File: src/rtl/wdog_pkg.sv
package wdog_pkg;
  localparam int unsigned MAP_AW = 12;

  localparam logic [MAP_AW-1:0] OFS_RELOAD = 12'h000;
  localparam logic [MAP_AW-1:0] OFS_COUNT  = 12'h004;
  localparam logic [MAP_AW-1:0] OFS_CTRL   = 12'h008;
  localparam logic [MAP_AW-1:0] OFS_CLEAR  = 12'h00C;
  localparam logic [MAP_AW-1:0] OFS_RAW    = 12'h010;
  localparam logic [MAP_AW-1:0] OFS_MASKED = 12'h014;
  localparam logic [MAP_AW-1:0] OFS_GUARD  = 12'hC00;

  localparam logic [31:0] GUARD_KEY = 32'h1ACCE551;

  typedef struct packed {
    logic arm_rst;
    logic run;
  } ctrl_t;
endpackage

File: src/rtl/wdog_regfile.sv
module wdog_regfile
  import wdog_pkg::*;
#(
  parameter int unsigned DW = 32,
  parameter int unsigned AW = 12
) (
  input  logic          clk,
  input  logic          rst_n,
  input  logic [AW-1:0] addr,
  input  logic          we,
  input  logic [DW-1:0] wdata,
  output logic [DW-1:0] reload_q,
  output ctrl_t         ctrl_q,
  output logic          locked_q,
  output logic          reload_wr,
  output logic          clear_wr
);
  localparam logic [DW-1:0] RELOAD_RST = {DW{1'b1}};

  logic hit_reload, hit_ctrl, hit_clear, hit_guard;
  logic open_wr;

  always_comb begin
    hit_reload = (addr == AW'(OFS_RELOAD));
    hit_ctrl   = (addr == AW'(OFS_CTRL));
    hit_clear  = (addr == AW'(OFS_CLEAR));
    hit_guard  = (addr == AW'(OFS_GUARD));
    open_wr    = we && !locked_q;
    reload_wr  = open_wr && hit_reload;
    clear_wr   = open_wr && hit_clear;
  end

  always_ff @(posedge clk) begin
    if (!rst_n) begin
      reload_q <= RELOAD_RST;
      ctrl_q   <= '0;
      locked_q <= 1'b0;
    end else begin
      if (reload_wr) reload_q <= wdata;
      if (open_wr && hit_ctrl) ctrl_q <= ctrl_t'(wdata[1:0]);
      if (we && hit_guard) locked_q <= (wdata != DW'(GUARD_KEY));
    end
  end


  locked_ignore_chk: assert property (@(posedge clk) disable iff (!rst_n)
    (locked_q && we && !hit_guard) |=> ($stable(reload_q) && $stable(ctrl_q)));


  key_unlocks_chk: assert property (@(posedge clk) disable iff (!rst_n)
    (we && hit_guard && wdata == DW'(GUARD_KEY)) |=> !locked_q);
endmodule

File: src/rtl/wdog_core.sv
module wdog_core
  import wdog_pkg::*;
#(
  parameter int unsigned DW = 32
) (
  input  logic          clk,
  input  logic          rst_n,
  input  ctrl_t         ctrl,
  input  logic [DW-1:0] reload_q,
  input  logic          reload_wr,
  input  logic          clear_wr,
  input  logic [DW-1:0] wdata,
  output logic [DW-1:0] count_q,
  output logic          raw_q,
  output logic          rst_req_q
);
  localparam logic [DW-1:0] CNT_RST = {DW{1'b1}};

  logic          restart;
  logic [DW-1:0] restart_val;
  logic          at_zero;
  logic          expire;

  always_comb begin
    restart     = reload_wr || clear_wr;
    restart_val = reload_wr ? wdata : reload_q;
    at_zero     = (count_q == '0);
    expire      = ctrl.run && at_zero && !restart;
  end

  always_ff @(posedge clk) begin
    if (!rst_n) begin
      count_q <= CNT_RST;
    end else if (restart) begin
      count_q <= restart_val;
    end else if (ctrl.run) begin
      count_q <= at_zero ? reload_q : count_q - 1'b1;
    end
  end

  always_ff @(posedge clk) begin
    if (!rst_n) begin
      raw_q <= 1'b0;
    end else if (clear_wr) begin
      raw_q <= 1'b0;
    end else if (expire) begin
      raw_q <= 1'b1;
    end
  end

  always_ff @(posedge clk) begin
    if (!rst_n) begin
      rst_req_q <= 1'b0;
    end else if (expire && raw_q && ctrl.arm_rst) begin
      rst_req_q <= 1'b1;
    end
  end


  count_step_chk: assert property (@(posedge clk) disable iff (!rst_n)
    (ctrl.run && !restart && !at_zero) |=> (count_q == $past(count_q) - 1'b1));


  frozen_hold_chk: assert property (@(posedge clk) disable iff (!rst_n)
    (!ctrl.run && !restart) |=> $stable(count_q));


  rst_sticky_chk: assert property (@(posedge clk) disable iff (!rst_n)
    rst_req_q |=> rst_req_q);


  rst_needs_raw_chk: assert property (@(posedge clk) disable iff (!rst_n)
    $rose(rst_req_q) |-> ($past(raw_q) && $past(ctrl.arm_rst)));


  clear_wins_chk: assert property (@(posedge clk) disable iff (!rst_n)
    clear_wr |=> (!raw_q && count_q == $past(reload_q)));
endmodule

File: src/rtl/wdog_rdmux.sv
module wdog_rdmux
  import wdog_pkg::*;
#(
  parameter int unsigned DW = 32,
  parameter int unsigned AW = 12
) (
  input  logic [AW-1:0] addr,
  input  logic [DW-1:0] reload_q,
  input  logic [DW-1:0] count_q,
  input  ctrl_t         ctrl,
  input  logic          raw_q,
  input  logic          locked_q,
  output logic [DW-1:0] rdata
);
  always_comb begin
    rdata = '0;
    if (addr == AW'(OFS_RELOAD))      rdata = reload_q;
    else if (addr == AW'(OFS_COUNT))  rdata = count_q;
    else if (addr == AW'(OFS_CTRL))   rdata = DW'(ctrl);
    else if (addr == AW'(OFS_RAW))    rdata = DW'(raw_q);
    else if (addr == AW'(OFS_MASKED)) rdata = DW'(raw_q && ctrl.run);
    else if (addr == AW'(OFS_GUARD))  rdata = DW'(locked_q);
  end
endmodule

File: src/rtl/wdog_twostage.sv
module wdog_twostage
  import wdog_pkg::*;
#(
  parameter int unsigned DW = 32,
  parameter int unsigned AW = 12
) (
  input  logic          clk,
  input  logic          rst_n,
  input  logic [AW-1:0] reg_addr,
  input  logic          reg_we,
  input  logic [DW-1:0] reg_wdata,
  output logic [DW-1:0] reg_rdata,
  output logic          irq_o,
  output logic          rst_req_o
);
  logic [DW-1:0] reload_q;
  logic [DW-1:0] count_q;
  ctrl_t         ctrl_q;
  logic          locked_q;
  logic          reload_wr;
  logic          clear_wr;
  logic          raw_q;

  wdog_regfile #(.DW(DW), .AW(AW)) u_regs (
    .clk(clk), .rst_n(rst_n), .addr(reg_addr), .we(reg_we), .wdata(reg_wdata),
    .reload_q(reload_q), .ctrl_q(ctrl_q), .locked_q(locked_q),
    .reload_wr(reload_wr), .clear_wr(clear_wr)
  );

  wdog_core #(.DW(DW)) u_core (
    .clk(clk), .rst_n(rst_n), .ctrl(ctrl_q), .reload_q(reload_q),
    .reload_wr(reload_wr), .clear_wr(clear_wr), .wdata(reg_wdata),
    .count_q(count_q), .raw_q(raw_q), .rst_req_q(rst_req_o)
  );

  wdog_rdmux #(.DW(DW), .AW(AW)) u_rd (
    .addr(reg_addr), .reload_q(reload_q), .count_q(count_q), .ctrl(ctrl_q),
    .raw_q(raw_q), .locked_q(locked_q), .rdata(reg_rdata)
  );

  assign irq_o = raw_q && ctrl_q.run;


  raw_first_chk: assert property (@(posedge clk) disable iff (!rst_n)
    $rose(raw_q) |-> ($past(count_q) == '0 && $past(ctrl_q.run)));


  no_arm_no_rst_chk: assert property (@(posedge clk) disable iff (!rst_n)
    (!ctrl_q.arm_rst && !rst_req_o) |=> !rst_req_o);
endmodule

File: config.mk
export PLATFORM = sky130hd
export DESIGN_NAME = wdog_twostage
export DESIGN_NICKNAME = d
export VERILOG_FILES = /design/src/rtl/wdog_pkg.sv /design/src/rtl/wdog_regfile.sv /design/src/rtl/wdog_core.sv /design/src/rtl/wdog_rdmux.sv /design/src/rtl/wdog_twostage.sv
export SDC_FILE = /design/constraint.sdc
export NUM_CORES = 1
export LEC_CHECK = 0
export ABC_AREA = 1
export BUFFER_PORTS_ARGS = -buffer_cell sky130_fd_sc_hd__buf_2
export CORE_MARGIN = 2
export CORE_UTILIZATION = 43
export DETAILED_ROUTE_END_ITERATION = 8
export RECOVER_POWER = 25
export SYNTH_ARGS = -nofsm -noshare
export SYNTH_HDL_FRONTEND = slang
export SYNTH_SLANG_ARGS = --single-unit
export TNS_END_PERCENT = 10
File: constraint.sdc
create_clock -name clk -period 3.8 [get_ports clk]
set_clock_uncertainty 0.2 [all_clocks]
set_input_delay 0.19 -clock clk [delete_from_list [all_inputs] [get_ports clk]]
set_output_delay 0.19 -clock clk [all_outputs]
set_load 0.05 [all_outputs]
Word level (Yosys, flattened, before mapping)
Cells that the tools add are included.
{"block": "totals", "wordCells": 43, "register_bits": 69, "inputBits": 47, "output_inout_bits": 34}
{"block": "op_classes", "reduce_logical": 17, "n_addsub": 1, "n_bitwise": 1, "n_eq_ne": 7, "mux": 10}
{"operator": "$mux W32", "n": 9}
{"operator": "$logic_not A32 Y1", "n": 1}
{"operator": "$ne A32 B29 Y1 const B", "n": 1}
{"operator": "$sub A32 B1 Y32 const B", "n": 1}
{"operator": "$eq A12 B4 Y1 const B", "n": 2}
{"operator": "$eq A12 B5 Y1 const B", "n": 2}
{"operator": "$eq A12 B12 Y1 const B", "n": 1}
{"operator": "$eq A12 B3 Y1 const B", "n": 1}
{"operator": "$logic_not A12 Y1", "n": 1}
{"operator": "$logic_and A1 B1 Y1", "n": 10}
{"operator": "$logic_not A1 Y1", "n": 2}
{"operator": "$reduce_bool A2 Y1", "n": 1}
{"operator": "$reduce_or A2 Y1", "n": 1}
{"operator": "$logic_or A1 B1 Y1", "n": 1}
{"operator": "$mux W1", "n": 1}
{"operator": "$not A1 Y1", "n": 1}

Logic depth before layout (Yosys ltp)
Gate-level depths: netlist (run 1).
{"block": "logic_depth", "depth_word": 8, "depth_mapped": 11, "mapped_depth_nobuf": 11}

Modules after synthesis
From an unflattened synthesis (run 1), not the netlist that was laid out.
{"block": "unflattened", "hier_cells": 1014, "hier_area_um2": 5804.3}
{"module": "wdog_core", "instances": 1, "cells_each": 635, "seq_area_each_um2": 680.7, "area_per_inst_um2": 3373.2}
{"module": "wdog_regfile", "instances": 1, "cells_each": 238, "seq_area_each_um2": 700.7, "area_per_inst_um2": 1600.3}
{"module": "wdog_rdmux", "instances": 1, "cells_each": 139, "seq_area_each_um2": 0.0, "area_per_inst_um2": 823.3}
{"module": "wdog_twostage", "instances": 1, "cells_each": 2, "seq_area_each_um2": 0.0, "area_per_inst_um2": 7.5}

Worst setup path after synthesis (run 1)
OpenSTA, ideal clock, no wires.
{"block": "synth_timing", "kind": "input -> output", "from": "input reg_addr[11]", "to": "output reg_rdata[26]", "setup_slack_ns": 1.221, "cell_stages": 6, "t_required_ns": 3.410, "t_arrival_ns": 2.189, "path_cell_list": "nor2_1 > nand2_2 > nor2_1 > nand3_1 > clkbuf_1 > o32ai_1"}
{"block": "synth_via", "elab_chain_len": 5, "word_cells_on_any_way": 8, "cone_classes": "3 x eq/ne; 4 x mux; 1 x reduce/logical"}
{"item": "start: declaration", "line_no": "wdog_twostage.sv:9", "source": "input logic [AW-1:0] reg_addr,"}
{"item": "$eq A12 B5 Y1", "line_no": "wdog_rdmux.sv:20", "source": "else if (addr == AW'(OFS_RAW)) rdata = DW'(raw_q);"}
{"item": "$mux W32", "line_no": "wdog_rdmux.sv:20"}
{"item": "$mux W32", "line_no": "wdog_rdmux.sv:19", "source": "else if (addr == AW'(OFS_CTRL)) rdata = DW'(ctrl);"}
{"item": "$mux W32", "line_no": "wdog_rdmux.sv:18", "source": "else if (addr == AW'(OFS_COUNT)) rdata = count_q;"}
{"item": "$mux W32 (*)", "line_no": "wdog_rdmux.sv:17", "source": "if (addr == AW'(OFS_RELOAD)) rdata = reload_q;"}
{"item": "end: declaration", "line_no": "wdog_twostage.sv:12", "source": "output logic [DW-1:0] reg_rdata,"}
Mark *: on every way between the ends. The rest lies on a longest branch, timed or not.

Worst setup path in the final report (run 1)
{"block": "layout_timing", "from": "input reg_addr[7]", "to": "output reg_rdata[11]"}
Same word-level chain as after synthesis.

==> out/qor.yml, run 1 <==
netlist_area_um2: 5111
io_pins: 81
synth-async-reset-ratio_pct: 0
p_leak_nw: 2.950
drv_slew: 0
setup_viol: 0
synth_compound_area_share_pct: 11.58
syn_to_final_growth_pct: 18.68
status: "complete, but fails checks"
arrival_ps: 2370
fp-row-count: 39
worst_pin_slew_ps: 911.8
postCtsSetupBuffers: 0
die-area_um2: 12770
wl_per_cell_um: 16.82
final_nets: 999
mostFrequentLayoutCells: "nand2_1, nor2_1, nand3_1"
synth_edf_count: 0
die_width_um: 113.0
path_delay_family: "buffers and inverters"
clock_latency_ps: 340
clockRootBuffer: "clkbuf_16"
cp-start-kind: "input port"
cp_num_buf_inv: 4
cts.path.max_buffers: 2
crit_top_cell: "buf_2"
fmax_ghz: 0.3619
grt_first_pass_wirelength_mm: 29.70
antenna_found_initial: 0
seq_area_frac_synth_pct: 27.03
antenna_left: 0
synthFlopType: "dfxtp_1"
routed_via_density: 5.510
synth_warnings: 0
ys_seq_elements: 69
violations: "design-rule violations"
crit_fanout: 19
ir_drop_mv: 0.2905
syn_nets: 910
path_cells: "buf_2 -> nor2_1 -> nand2_1 -> inv_2 -> nand3_1 -> buf_4 -> o32ai_1 -> buf_2"
synthSimpleGateAreaFrac_pct: 48.08
cts_max_level: 3
worstPathRequired_ps: 3410
fp.coreArea_um2: 11520
grt_usage_pct: 29.44
die_y_um: 113.0
postCtsHoldBufs: 28
synth_top_family_by_area: "simple AND/OR/NAND/NOR gates"
grt_max_degree: 55
synth_area_per_cell_um2: 5.936
cts_buffers: 9
vias: 6045
finalSetupTns_ps: 0
synth_cell_types: 33
slowest_stage: "nand3_1"
wl_mm: 18.45
synthMuxAreaShare_pct: 0
hpwl_mm: 13.31
layout-drive-gt1-share_pct: 13.10
portBuffers: 80
fin_crit_sh_pct: 72.71
grt_pass1_vias: 5836
synth_xor_area_share_pct: 1.885
criticalPathCategory: "in -> out"
hold_viol: 0
rsz0062_at_grt: "false"
clkSinkCount: 69
clkTransAtPathRegs_ps: 60
cts_tree: "built"
synth_adder_area_share_pct: 0.4896
drc: 1
end_kind: "output pin"
relSlewSlack_pct: 39.14
cts_resized: 0
first_pass_iters: 7
power_density_nw_per_um2: 276.2
initial_core_util_pct: 44.38
maxCapViolCount: 0
diodes: 0
min_period_ps: 2763
drt_iter0_markers: 704
place.gp.congestion: 0.9801
slowest_delay_ps: 550
overflow: 0
netlist_instances: 861
post-route-util_pct: 52.67
layout_commonest_cell: "nand2_1"
hold_path_class: "in -> reg"
## cell type report
| cell class | instances | area [um2] |
|---|---|---|
| tap | 143 | 178.9 |
| fill | 1231 | 5450 |
| clock buffer | 14 | 264.0 |
| multi-input combinational | 662 | 3132 |
| sequential | 69 | 1381 |
| clock inverter | 1 | 30.03 |
| inverter | 92 | 345.3 |
| timing repair buffer | 116 | 734.5 |
## synthesized netlist by cell type, drive strengths merged, types with 2 or more instances
master	number	area [um2]
inv	92	345.3
xor2	10	87.58
ha	2	25.02
o32ai	21	183.9
a21oi	16	80.08
nor4	5	31.28
clkbuf	16	60.06
buf	22	153.9
or2	2	12.51
nor2	138	593.1
o31ai	9	67.56
nand3	96	490.5
dfxtp	69	1381
nor3	8	40.04
nand2	278	1070
o21ai	40	252.8
nand4	33	206.5
## flip-flops by register name (all words and copies together) (netlist names)
name              flops
u_core.raw_q          1
u_regs.ctrl_q         2
u_core.count_q       32
u_core.rst_req_q      1
u_regs.reload_q      32
u_regs.locked_q       1
## worst paths after layout
| kind | cells past startpoint | slack (ps) | startpoint | to |
|---|---|---|---|---|
| max | 8 | 1040 | reg_addr[7] | reg_rdata[11] |
| max reg2reg | 10 | 1120 | u_regs.locked_q$_SDFFE_PN0P_ | u_core.count_q[7]$_SDFFE_PN1P_ |
| min reg2reg | 2 | 250 | u_core.rst_req_q$_SDFFE_PN0P_ | u_core.rst_req_q$_SDFFE_PN0P_ |
| min | 3 | 30 | reg_wdata[2] | u_regs.reload_q[2]$_SDFF_PN1_ |
## through the flow
stage | hold WS, ps | area, um2 | power (mW) | std cells | worst slack, ps
finish | 30.11 | 6066 | 1.676 | 1097 | 1037
global route | 45.87 | 6066 | 1.726 | 1097 | 895.8
CTS | 14.08 | 6111 | 1.690 | 1097 | 1081
detailed placement | 235.5 | 5537 | 0.8082 | 1054 | 1089
global placement | 224.5 | 5537 | 0.8069 | 1054 | 1252
floorplan | 105.6 | 5111 | 0.7645 | 861 | 1221
## report_power, final
group	leakage (nW)	internal [mW]	switching [mW]
Clock	0.143	0.541	0.320
Combinational	2.25	0.0421	0.0480
Sequential	0.558	0.724	0.000333
Total	2.95	1.31	0.368
## cells by family after synthesis
kind of cell | count (synthesis)
AND/OR/NAND/NOR | 562
buffers and inverters | 130
AO/OA/AOI/OAI | 87
flip-flops | 69
XOR/XNOR | 11
adder cells (fa/ha/maj) | 2
## routing by layer
metal	share of wire, %	GRT usage (%)	vias up
met5	0	0	-
met4	1.6	9.024	0
met1	45	40.31	2767
li1	-	-	2991
met3	7.9	5.892	27
met2	46	46.91	260
## worst register-to-register path, stage by stage (launching register included)
cell and delay [ps]:
dfxtp_1 330, inv_1 50, nand2_1 80, inv_1 120, nand3_1 370, clkbuf_1 670
inv_1 330, nand2_1 200, nand2_1 70, nand2_1 60, nand3_1 80
No activity file was read; power rests on OpenSTA's default activity.
==> run 2: changes to the inputs <==
--- a/config.mk
+++ b/config.mk
@@ -10,6 +10,7 @@
 export CORE_MARGIN = 2
 export CORE_UTILIZATION = 43
 export DETAILED_ROUTE_END_ITERATION = 8
+export PLACE_DENSITY = 0.66
 export RECOVER_POWER = 25
 export SYNTH_ARGS = -nofsm -noshare
 export SYNTH_HDL_FRONTEND = slang
==> constraint.sdc (replaced) <==
create_clock -name clk -period 2.5 [get_ports clk]
set_clock_uncertainty 0.2 [all_clocks]
set_input_delay 0.125 -clock clk [delete_from_list [all_inputs] [get_ports clk]]
set_output_delay 0.125 -clock clk [all_outputs]
set_load 0.05 [all_outputs]
==> run 2 against run 1 <==
Against the previous run:
- the flow still finishes with violations (design-rule violations)
- non-clock buffer count grew 17
- highest routed layer unchanged
- critical path depth grew 2
- final area up 2.7%
- global-route usage shrank 0.72 points
- sequential power increased by 52%
- clock power rose by 56%
- critical path type is now in -> reg
- setup slack worse by 820 ps
==> out/qor.yml, run 2 (synthesis gave the netlist of run 1 again) <==
die-area_um2: 12770
hold_viol: 0
die_y_um: 113.0
worst_pin_slew_ps: 685.4
fillers: 1219
grt_max_degree: 35
clkSinkCount: 69
grt_pass1_vias: 5684
cts.path.max_buffers: 2
cts_resized: 0
relSlewSlack_pct: 53.89
wl_per_cell_um: 15.94
cts_max_level: 3
mostFrequentLayoutCells: "nand2_1, nor2_1, nand3_1"
layout-drive-gt1-share_pct: 14.32
end_kind: "flip-flop"
rsz0062_at_grt: "false"
biggestRegsByFlops: "u_core.count_q (32), u_regs.reload_q (32), u_regs.ctrl_q (2)"
wl_mm: 17.76
cts_buffers: 9
fp-row-count: 39
clkTransAtPathRegs_ps: 60
crit_fanout: 15
vias: 6047
grt_usage_pct: 28.72
p_leak_nw: 3.025
overflow: 0
power_mw: 2.579
io_pins: 81
fin_crit_sh_pct: 91.34
multi_input_area_um2: 3139
clock_latency_ps: 350
fmax_ghz: 0.4379
worstPathRequired_ps: 2540
antenna_found_initial: 0
cp-start-kind: "input port"
layout_commonest_cell: "nand2_1"
die_width_um: 113.0
diodes: 0
postCtsHoldBufs: 36
routed_via_density: 5.428
postCtsSetupBuffers: 0
hold_path_class: "in -> reg"
drc: 3
status: "complete, but fails checks"
hpwl_mm: 12.74
syn_to_final_growth_pct: 21.88
arrival_ps: 2320
final_nets: 1016
fp.coreArea_um2: 11520
first_pass_iters: 7
grt_first_pass_wirelength_mm: 29.12
drt_iter0_markers: 631
cts_tree: "built"
portBuffers: 80
antenna_left: 0
holdWs_ps: 10.19
initial_core_util_pct: 44.38
ir_drop_mv: 0.2903
maxCapViolCount: 0
drv_slew: 0
place.gp.congestion: 0.9742
seqCellArea_um2: 1381
power_density_nw_per_um2: 414.0
setup_viol: 0
min_period_ps: 2284
violations: "design-rule violations"
finalSetupTns_ps: 0
criticalPathCategory: "in -> reg"
clockRootBuffer: "clkbuf_16"
-- run 2: path summary, 6_finish.rpt --
| path | startpoint | to | slack [ps] | cells past startpoint |
|---|---|---|---|---|
| worst max-delay path | reg_we | u_regs.reload_q[26]$_SDFF_PN1_ | 220 | 10 |
| worst min-delay path | rst_n | u_regs.reload_q[30]$_SDFF_PN1_ | 10 | 2 |
| worst max register to register | u_regs.locked_q$_SDFFE_PN0P_ | u_regs.reload_q[26]$_SDFF_PN1_ | 260 | 10 |
| worst min register to register | u_core.rst_req_q$_SDFFE_PN0P_ | u_core.rst_req_q$_SDFFE_PN0P_ | 250 | 2 |
-- run 2: area by class of cell --
class	instances	share of cell area (%)
inverter	92	5.543
clock inverter	4	0.7632
clock buffer	11	4.057
timing repair buffer	133	14.20
sequential	69	22.17
tap	143	2.872
multi-input combinational	662	50.39
-- run 2: layer usage --
layer	share of wire, %	vias to the layer above	global-route usage [%]
met3	7.4	56	4.499
met2	43	260	43.79
met5	0	-	0
met1	45	2717	39.50
li1	-	3014	-
met4	4.3	0	14.23
-- run 2: per-stage QoR --
stage | area, um2 | util (%) | worst slack, ps | cells
2_1_floorplan | 5111 | - | 51.08 | 861
3_3_place_gp | 5604 | 48.66 | 413.7 | 1063
3_5_place_dp | 5604 | 48.66 | 432.8 | 1063
4_1_cts | 6265 | 54.40 | 234.0 | 1114
5_1_grt | 6230 | 54.10 | 71.51 | 1114
6_report | 6230 | 54.10 | 216.5 | 1114
-- run 2: worst max-delay path, stage by stage --
cell and delay [ps]:
dlygate4sd3_1 520, clkbuf_1 120, nand2_1 70, inv_1 180, nand3_1 130, buf_4 220
buf_4 190, o21ai_2 130, nand2_1 60, dlygate4sd3_1 560
-- run 2: where the power goes --
group	internal [mW]	total, mW	switching, mW
clock network	0.818	1.34	0.518
registers	1.10	1.10	0.000488
logic	0.0679	0.143	0.0750
total	1.99	2.58	0.594
==> run 3: changes to the inputs <==
--- a/config.mk
+++ b/config.mk
@@ -7,6 +7,7 @@
 export LEC_CHECK = 0
 export ABC_AREA = 1
 export BUFFER_PORTS_ARGS = -buffer_cell sky130_fd_sc_hd__buf_2
+export CORE_ASPECT_RATIO = 0.6
 export CORE_MARGIN = 2
 export CORE_UTILIZATION = 43
 export DETAILED_ROUTE_END_ITERATION = 8
==> run 3 against run 2 <==
Against the previous run:
- the flow now finishes without violations
- first-iteration DRC count rose by 26%
- critical path depth did not move
- largest power group unchanged
- die area rose by 0.22%
- fmax rose by 2.0%
- sequential power barely moved
- clock-buffer cell count fell by 2
- worst hold slack improved by 57 ps
- clock power rose by 4%
- non-clock buffer count rose by 4
- routed wire length rose by 7.9%
- core utilization rose by 0.88 points
==> out/qor.yml, run 3 (synthesis gave the netlist of run 1 again) <==
diodes: 0
power.share.sequential_pct: 41.7
grt_first_pass_wirelength_mm: 29.80
clockRootBuffer: "clkbuf_16"
clkTransAtPathRegs_ps: 60
status: "complete, no violations"
die-area_um2: 12800
final_nets: 1020
maxCapViolCount: 0
mostFrequentLayoutCells: "nand2_1, nor2_1, nand3_1"
arrival_ps: 2280
worst_pin_slew_ps: 605.1
min_period_ps: 2239
layout_commonest_cell: "nand2_1"
hold_viol: 0
hold_path_class: "in -> reg"
cts_buffers: 9
ir_drop_mv: 0.3424
portBuffers: 80
fp-row-count: 30
combPwrFrac_pct: 5.4
power_switching_share_pct: 22.81
fin_crit_sh_pct: 89.57
place.gp.congestion: 1.016
antenna_left: 0
cts.path.max_buffers: 2
first_pass_iters: 5
io_pins: 81
cts_max_level: 3
setup_viol: 0
die_width_um: 144.8
clkSinkCount: 69
power_density_nw_per_um2: 419.2
relSlewSlack_pct: 59.83
overflow: 0
clock_latency_ps: 340
fin_cells: 1135
criticalPathCategory: "in -> reg"
wl_per_cell_um: 16.89
end_kind: "flip-flop"
placed_cell_area_um2: 5698
wl_mm: 19.17
initial_core_util_pct: 44.64
cts_resized: 0
slowest_delay_ps: 520
layout-drive-gt1-share_pct: 15.18
grt_usage_pct: 30.87
post-route-cell-area_um2: 6294
p_switching_mw: 0.6018
grt_max_degree: 35
grt_pass1_vias: 5181
rsz0062_at_grt: "false"
path_cells: "dlygate4sd3_1 -> buf_2 -> nand2_1 -> inv_1 -> nand3_1 -> clkbuf_2 -> o21ai_0 -> nor2_1 -> nor2_1 -> nand2_1"
internal_power_mw: 2.037
hpwl_mm: 14.31
p_leak_nw: 3.067
dp.cells: 1088
pwr-share-clk_pct: 52.9
worstPathRequired_ps: 2540
routed_via_density: 5.400
antenna_found_initial: 0
cp-start-kind: "input port"
fmax_ghz: 0.4466
slowest_stage: "dlygate4sd3_1"
drv_slew: 0
biggestRegsByFlops: "u_core.count_q (32), u_regs.reload_q (32), u_regs.ctrl_q (2)"
cts_tree: "built"
syn_to_final_growth_pct: 23.13
finalSetupTns_ps: 0
vias: 6129
drc: 0
fp.coreArea_um2: 11450
rrSetupSlack_ps: 300
drt_iter0_markers: 794
die_y_um: 88.45
crit_fanout: 16
run 3: changes by cell type in the layout (fill, tap and decap cells not counted), moves of 2 or more:
cell	previous run	this run
o21ai_0	27	29
clkbuf_2	0	2
clkbuf_8	2	0
buf_4	17	22
dlygate4sd3_1	36	32
o21ai_1	6	4
run 3: cell type report:
cell class                      instances  area (um2)
Multi-Input combinational cell        662        3139
Sequential cell                        69        1381
Timing Repair Buffer                  137       913.4
Inverter                               92       345.3
Clock inverter                          6       88.84
Fill cell                            1187        5155
Tap cell                              160       200.2
Clock buffer                            9       225.2
run 3: worst paths after layout:
path                                                    start  depth (start not counted)                              end
worst max-delay path                                   reg_we                         10  u_core.count_q[29]$_SDFFE_PN1P_
worst min-delay path                             reg_wdata[4]                          4    u_regs.reload_q[4]$_SDFF_PN1_
worst max register to register   u_regs.locked_q$_SDFFE_PN0P_                          9  u_core.count_q[29]$_SDFFE_PN1P_
worst min register to register  u_core.rst_req_q$_SDFFE_PN0P_                          2    u_core.rst_req_q$_SDFFE_PN0P_
run 3: repair_timing:
action                                  4_1_cts  5_1_grt
hold buffers                                 32        0
endpoints found under the hold margin        57        0
buffers inserted                              0        0
endpoints found under the setup margin        0        0
run 3: metrics by stage:
stage	hold WS, ps	total power, mW	utilization [%]	setup WS, ps
3_5_place_dp	166.2	1.229	49.77	454.8
3_3_place_gp	163.9	1.230	49.77	482.5
6_report	67.35	2.638	54.97	260.8
2_1_floorplan	40.58	1.162	-	51.08
4_1_cts	52.93	2.646	55.31	328.5
5_1_grt	69.49	2.711	54.97	123.7
run 3: per-layer routing:
| layer | up-vias | wire length, um | global-route usage, % |
|---|---|---|---|
| li1 | 3031 | - | - |
| met1 | 2738 | 9242 | 50.36 |
| met2 | 345 | 7385 | 40.52 |
| met3 | 15 | 2386 | 6.926 |
| met4 | 0 | 153 | 5.119 |
| met5 | - | 0 | 0 |
run 3: power by group through the flow:
stage | Sequential (mW) | Clock [mW] | Combinational [mW]
finish | 1.10 | 1.39 | 0.144
global route | 1.10 | 1.46 | 0.155
CTS | 1.10 | 1.40 | 0.143
floorplan | 1.12 | 0 | 0.0376
detailed placement | 1.12 | 0 | 0.105
global placement | 1.12 | 0 | 0.105
run 3: critical path: cells and delay by family:
| kind | cells | cell delay [ps] |
|---|---|---|
| buffers and inverters | 4 | 1190 |
| and+or+nand+nor | 5 | 620 |
| AOI/OAI and AO/OA | 1 | 330 |
